$ cat config.mk
export PLATFORM = sky130hd
export DESIGN_NAME = tis_andxor_gate
export DESIGN_NICKNAME = d
export VERILOG_FILES = /design/src/rtl/tis_pkg.sv /design/src/rtl/tis_component.sv /design/src/rtl/tis_refresh.sv /design/src/rtl/tis_share_reg.sv /design/src/rtl/tis_andxor_gate.sv
export SDC_FILE = /design/constraint.sdc
export NUM_CORES = 1
export LEC_CHECK = 0
export BUFFER_PORTS_ARGS = -buffer_cell sky130_fd_sc_hd__buf_2
export CAP_MARGIN = 10
export CORE_MARGIN = 2
export CORE_UTILIZATION = 45
export CTS_CLUSTER_SIZE = 40
export DETAILED_ROUTE_END_ITERATION = 10
export GPL_ROUTABILITY_DRIVEN = 0
export GPL_TIMING_DRIVEN = 0
export PLACE_DENSITY = 0.81
export SLEW_MARGIN = 20
export SYNTH_ARGS = -nofsm -noshare
export SYNTH_HDL_FRONTEND = slang
export SYNTH_SLANG_ARGS = --single-unit
$ cat constraint.sdc
create_clock -name clk -period 2.2 [get_ports clk]
set_input_delay 0.22 -clock clk [delete_from_list [all_inputs] [get_ports clk]]
set_output_delay 0.22 -clock clk [all_outputs]
set_load 0.1 [all_outputs]
$ cat src/rtl/tis_pkg.sv
package tis_pkg;
  // number of shares per variable; degree-2 gate needs d+1 = 3
  localparam int unsigned NUM_SHARES = 3;

  // share index used as the "first" operand of component function i
  function automatic int unsigned idx_a(input int unsigned i);
    return (i + 1) % NUM_SHARES;
  endfunction

  // share index used as the "second" operand of component function i
  function automatic int unsigned idx_b(input int unsigned i);
    return (i + 2) % NUM_SHARES;
  endfunction
endpackage

$ cat src/rtl/tis_component.sv
// One non-complete component function: reads two share indices only.
module tis_component #(
  parameter int unsigned WIDTH = 8
) (
  input  logic [WIDTH-1:0] x_a,
  input  logic [WIDTH-1:0] y_a,
  input  logic [WIDTH-1:0] y_b,
  input  logic [WIDTH-1:0] z_a,
  input  logic [WIDTH-1:0] z_b,
  output logic [WIDTH-1:0] f_out
);
  logic [WIDTH-1:0] t_aa, t_ab, t_ba;

  always_comb begin
    t_aa  = y_a & z_a;
    t_ab  = y_a & z_b;
    t_ba  = y_b & z_a;
    f_out = x_a ^ t_aa ^ t_ab ^ t_ba;
  end
endmodule

$ cat src/rtl/tis_refresh.sv
// Builds per-share masks whose XOR is zero; all zero when disabled.
module tis_refresh #(
  parameter int unsigned WIDTH = 8
) (
  input  logic                                   enable,
  input  logic [WIDTH-1:0]                       rnd_a,
  input  logic [WIDTH-1:0]                       rnd_b,
  output logic [tis_pkg::NUM_SHARES-1:0][WIDTH-1:0] mask
);
  logic [WIDTH-1:0] m_a, m_b;

  always_comb begin
    m_a     = enable ? rnd_a : '0;
    m_b     = enable ? rnd_b : '0;
    mask[0] = m_a;
    mask[1] = m_b;
    mask[2] = m_a ^ m_b;
  end
endmodule

$ cat src/rtl/tis_share_reg.sv
// Output register of one share, with explicit load enable.
module tis_share_reg #(
  parameter int unsigned WIDTH = 8
) (
  input  logic             clk,
  input  logic             rst_n,
  input  logic             load,
  input  logic [WIDTH-1:0] d,
  output logic [WIDTH-1:0] q
);
  logic [WIDTH-1:0] q_next;

  always_comb begin
    q_next = load ? d : q;
  end

  always_ff @(posedge clk or negedge rst_n) begin
    if (!rst_n) q <= '0;
    else        q <= q_next;
  end
endmodule

$ cat src/rtl/tis_andxor_gate.sv
module tis_andxor_gate #(
  parameter int unsigned WIDTH = 8
) (
  input  logic             clk,
  input  logic             rst_n,
  input  logic             in_valid,
  output logic             in_ready,
  input  logic [WIDTH-1:0] x_s1,
  input  logic [WIDTH-1:0] x_s2,
  input  logic [WIDTH-1:0] x_s3,
  input  logic [WIDTH-1:0] y_s1,
  input  logic [WIDTH-1:0] y_s2,
  input  logic [WIDTH-1:0] y_s3,
  input  logic [WIDTH-1:0] z_s1,
  input  logic [WIDTH-1:0] z_s2,
  input  logic [WIDTH-1:0] z_s3,
  input  logic             remask_en,
  input  logic [WIDTH-1:0] rnd_a,
  input  logic [WIDTH-1:0] rnd_b,
  output logic             out_valid,
  input  logic             out_ready,
  output logic [WIDTH-1:0] o_s1,
  output logic [WIDTH-1:0] o_s2,
  output logic [WIDTH-1:0] o_s3
);
  import tis_pkg::*;
  localparam int unsigned NS = NUM_SHARES;

  logic [NS-1:0][WIDTH-1:0] xs, ys, zs, fs, mk, share_d, share_q;
  logic valid_q, valid_next, load;

  always_comb begin
    xs[0] = x_s1; xs[1] = x_s2; xs[2] = x_s3;
    ys[0] = y_s1; ys[1] = y_s2; ys[2] = y_s3;
    zs[0] = z_s1; zs[1] = z_s2; zs[2] = z_s3;
  end

  // handshake control
  always_comb begin
    in_ready   = !valid_q || out_ready;
    load       = in_valid && in_ready;
    valid_next = valid_q;
    if (load)           valid_next = 1'b1;
    else if (out_ready) valid_next = 1'b0;
  end

  always_ff @(posedge clk or negedge rst_n) begin
    if (!rst_n) valid_q <= 1'b0;
    else        valid_q <= valid_next;
  end

  tis_refresh #(.WIDTH(WIDTH)) u_refresh (
    .enable (remask_en),
    .rnd_a  (rnd_a),
    .rnd_b  (rnd_b),
    .mask   (mk)
  );

  for (genvar i = 0; i < NS; i++) begin : g_share
    localparam int unsigned A = idx_a(i);
    localparam int unsigned B = idx_b(i);

    tis_component #(.WIDTH(WIDTH)) u_func (
      .x_a   (xs[A]),
      .y_a   (ys[A]),
      .y_b   (ys[B]),
      .z_a   (zs[A]),
      .z_b   (zs[B]),
      .f_out (fs[i])
    );

    always_comb share_d[i] = fs[i] ^ mk[i];

    tis_share_reg #(.WIDTH(WIDTH)) u_reg (
      .clk   (clk),
      .rst_n (rst_n),
      .load  (load),
      .d     (share_d[i]),
      .q     (share_q[i])
    );
  end

  always_comb begin
    out_valid = valid_q;
    o_s1      = share_q[0];
    o_s2      = share_q[1];
    o_s3      = share_q[2];
  end

  // ---------------- assertions ----------------
  // reconstruction of accepted beat matches the plain function
  p_reconstruct_r1: assert property (@(posedge clk) disable iff (!rst_n)
    (in_valid && in_ready) |=> ((o_s1 ^ o_s2 ^ o_s3) ==
      $past((x_s1 ^ x_s2 ^ x_s3) ^ ((y_s1 ^ y_s2 ^ y_s3) & (z_s1 ^ z_s2 ^ z_s3)))));

  // share 1 without refresh uses index 2 and 3 only
  p_share1_r2: assert property (@(posedge clk) disable iff (!rst_n)
    (in_valid && in_ready && !remask_en) |=>
      (o_s1 == $past(x_s2 ^ (y_s2 & z_s2) ^ (y_s2 & z_s3) ^ (y_s3 & z_s2))));

  // accepted beat is presented on the next edge
  p_accept_r7: assert property (@(posedge clk) disable iff (!rst_n)
    (in_valid && in_ready) |=> out_valid);

  // stalled output holds
  p_stall_hold_r8: assert property (@(posedge clk) disable iff (!rst_n)
    (out_valid && !out_ready) |=>
      (out_valid && $stable(o_s1) && $stable(o_s2) && $stable(o_s3)));

  // no acceptance while stalled
  p_stall_block_r8: assert property (@(posedge clk) disable iff (!rst_n)
    (out_valid && !out_ready) |-> !in_ready);

  // drained output without new beat clears valid
  p_drain_r9: assert property (@(posedge clk) disable iff (!rst_n)
    (out_ready && !in_valid) |=> !out_valid);
endmodule

==> results.toml <==
[status]
status = "completed"

[pwr]
p_seq_frac = 0.269
p_leak_nw = 1.60
netSwitchingFraction = 0.552
powerDensity_mw_per_mm2 = 746
p_clk_frac = 0.125
intPower_w = 0.00102
power.total_w = 0.00228
switchingPower_w = 0.00126
ir_worst_vdd_uv = 645
power_frac_comb = 0.606

[synth]
mappedNetlistArea_sq_mm = 0.00232
synth.area.mux_share = 0.00485
synth-xor-area-share = 0.296
synth_compound_area_frac = 0.162
synthCells = 272
synth.avg_cell_area_sq_um = 8.54
yosys_register_bits = 25
synth_top_family_by_area = "XOR/XNOR gates"
synth_seq_area_share = 0.269
synth-edff-count = 0
synthAdderAreaFrac = 0
yosys_warnings = 0
synth_simple_gate_area_frac = 0.231
yosysUniqueCellTypes = 25
syn-num-nets = 365
synth_flop_cell = "dfrtp_1"
synth_async_sr_flop_share = 1.00

[timing]
tns_ns = 0
tightest_slew_ns = 0.643
slew_violations = 0
hold_viol_final = 0
skew_ns = 0.00232
hold_ws_ns = 0.157
slew_headroom = 0.571
max_freq_mhz = 559
setup_viol = 0
grt_setup_unrepaired = "no"
min_period_ns = 1.79
period_share = 0.813

[finish]
fillerInstances = 448
regArea_sq_um = 627
instances_no_fill = 464
fin_nets = 488
layout_common_cells = "buf_2, nand2_1, xnor2_1, o21ai_0, dfrtp_1"
final_common_cell = "buf_2"
drive_gt1_frac = 0.327
multi_input_area_sq_mm = 0.00161
area.growth.synth_to_final_pct = 31.7
insertedDiodeCount = 0

[cts]
htree_levels = 1
cts_resized = 0
cts_hold_buffers = 1
cts-root-buf = "clkbuf_8"
cts_setup_buffers = 0
clk_path_buf_depth = 2
tritoncts = "done"
clock_latency_ns = 0.27
path_clk_slew_ns = 0.10
cts.sinks = 25
cts_buffers = 3

[routing]
initialDrtViolationCount = 127
num_vias = 2419
wl_met2_microns = 3200
highest_layer = "met4"
routed_via_density = 5.21
wl_met3_microns = 434
drt-total-wl_microns = 6540
wl_met1_microns = 2880
drt-pass1-iter-count = 4
drtAntennaViolNets = 0
wl_per_cell_microns = 14.1
drc = 0

[global_routing]
antenna_found_initial = 0
track_usage = 0.235
grt_overflow = 0
grt_pass1_vias = 2221
grt_pass1_wl_microns = 10000
grt_max_degree = 26

[floorplan]
coreArea_sq_mm = 0.00504
pin_count = 119
die_x_microns = 75.8
rows = 26
die_h_microns = 75.8
dieArea_sq_mm = 0.00575
start_util = 0.461

[flow_run]
drv_cap = 0

[critical_path]
critPathLaunchType = "flop"
path_class = "reg2reg"
end_kind = "flop"
required_ns = 2.33
arrival_ns = 1.92
path_max_fanout = 10

[worst_hold_path]
hold_class = "in2reg"

[placed_design]
post-dp-hpwl_microns = 5130
portBuffers = 117
place_inst = 459
-- layout make-up --
| type | count | area share |
|---|---|---|
| multi-input combinational | 229 | 0.528 |
| clock buffer | 3 | 0.0135 |
| clock inverter | 1 | 0.00245 |
| buffer | 9 | 0.0160 |
| tap | 70 | 0.0286 |
| inverter | 9 | 0.0119 |
| sequential | 25 | 0.205 |
| timing repair buffer | 118 | 0.195 |
-- metal layers --
| layer | global-route usage | vias up |
|---|---|---|
| li1 | - | 1189 |
| met1 | 0.295 | 1132 |
| met3 | 0.0370 | 4 |
| met4 | 0.0370 | 0 |
| met5 | 0 | - |
| met2 | 0.430 | 94 |
-- cell usage after synthesis, drive strengths merged, types with 2 or more instances --
cell / count / share of area
a2111oi: 8 / 0.033
a21oi: 8 / 0.017
buf: 4 / 0.013
clkbuf: 5 / 0.0081
dfrtp: 25 / 0.27
inv: 9 / 0.016
nand2: 87 / 0.14
nand2b: 2 / 0.0054
nand3b: 16 / 0.052
o2111ai: 8 / 0.030
o21ai: 24 / 0.052
o31ai: 8 / 0.026
or3: 8 / 0.024
xnor2: 24 / 0.091
xnor3: 15 / 0.15
xor2: 16 / 0.060
-- critical path, cell delays in order, from the launching register on --
cell and delay (ns):
dfrtp_2 0.37, nand2b_2 0.07, nand2_1 0.10, clkbuf_1 0.43, clkbuf_1 0.47, o21ai_0 0.20
-- metrics by stage --
stage	worst slack, ns	util	area (sq um)
detailed placement	0.320	0.595	3000
floorplan	0.0285	-	2330
global route	0.211	0.606	3060
finish	0.412	0.606	3060
global placement	0.400	0.595	3000
CTS	0.365	0.606	3060
-- power by group through the flow --
stage | Combinational (W) | Clock (W) | Sequential, W
after CTS | 0.00139 | 0.000290 | 0.000610
after detailed placement | 0.00138 | 0 | 0.000618
after global placement | 0.00137 | 0 | 0.000613
after global routing | 0.00146 | 0.000313 | 0.000621
after floorplan | 0.000349 | 0 | 0.00133
final | 0.00138 | 0.000285 | 0.000612
-- final timing paths --
kind,endpoint,start,slack [ns],cells past startpoint
setup reg to reg,g_share[0].u_reg.q[5]$_DFFE_PN0P_,out_valid$_DFFE_PN0P_,0.41,5
min in group asynchronous,g_share[1].u_reg.q[3]$_DFFE_PN0P_,rst_n,0.48,2
hold reg to reg,g_share[0].u_reg.q[4]$_DFFE_PN0P_,g_share[0].u_reg.q[4]$_DFFE_PN0P_,0.49,2
hold / removal,out_valid$_DFFE_PN0P_,in_valid,0.16,2
setup / recovery,g_share[0].u_reg.q[5]$_DFFE_PN0P_,out_valid$_DFFE_PN0P_,0.41,5
max in group asynchronous,out_valid$_DFFE_PN0P_,rst_n,1.31,2
-- state kept, by name, indices dropped and copies added (netlist names) --
signal,count
out_valid,1
g_share.u_reg.q,24
-- logic make-up after synthesis --
family | after synthesis
compound gates | 57
xor+xnor | 55
buf+inv | 18
flops | 25
mux | 1
simple gates | 116
Note: power is estimated with default switching activity, not from simulation.
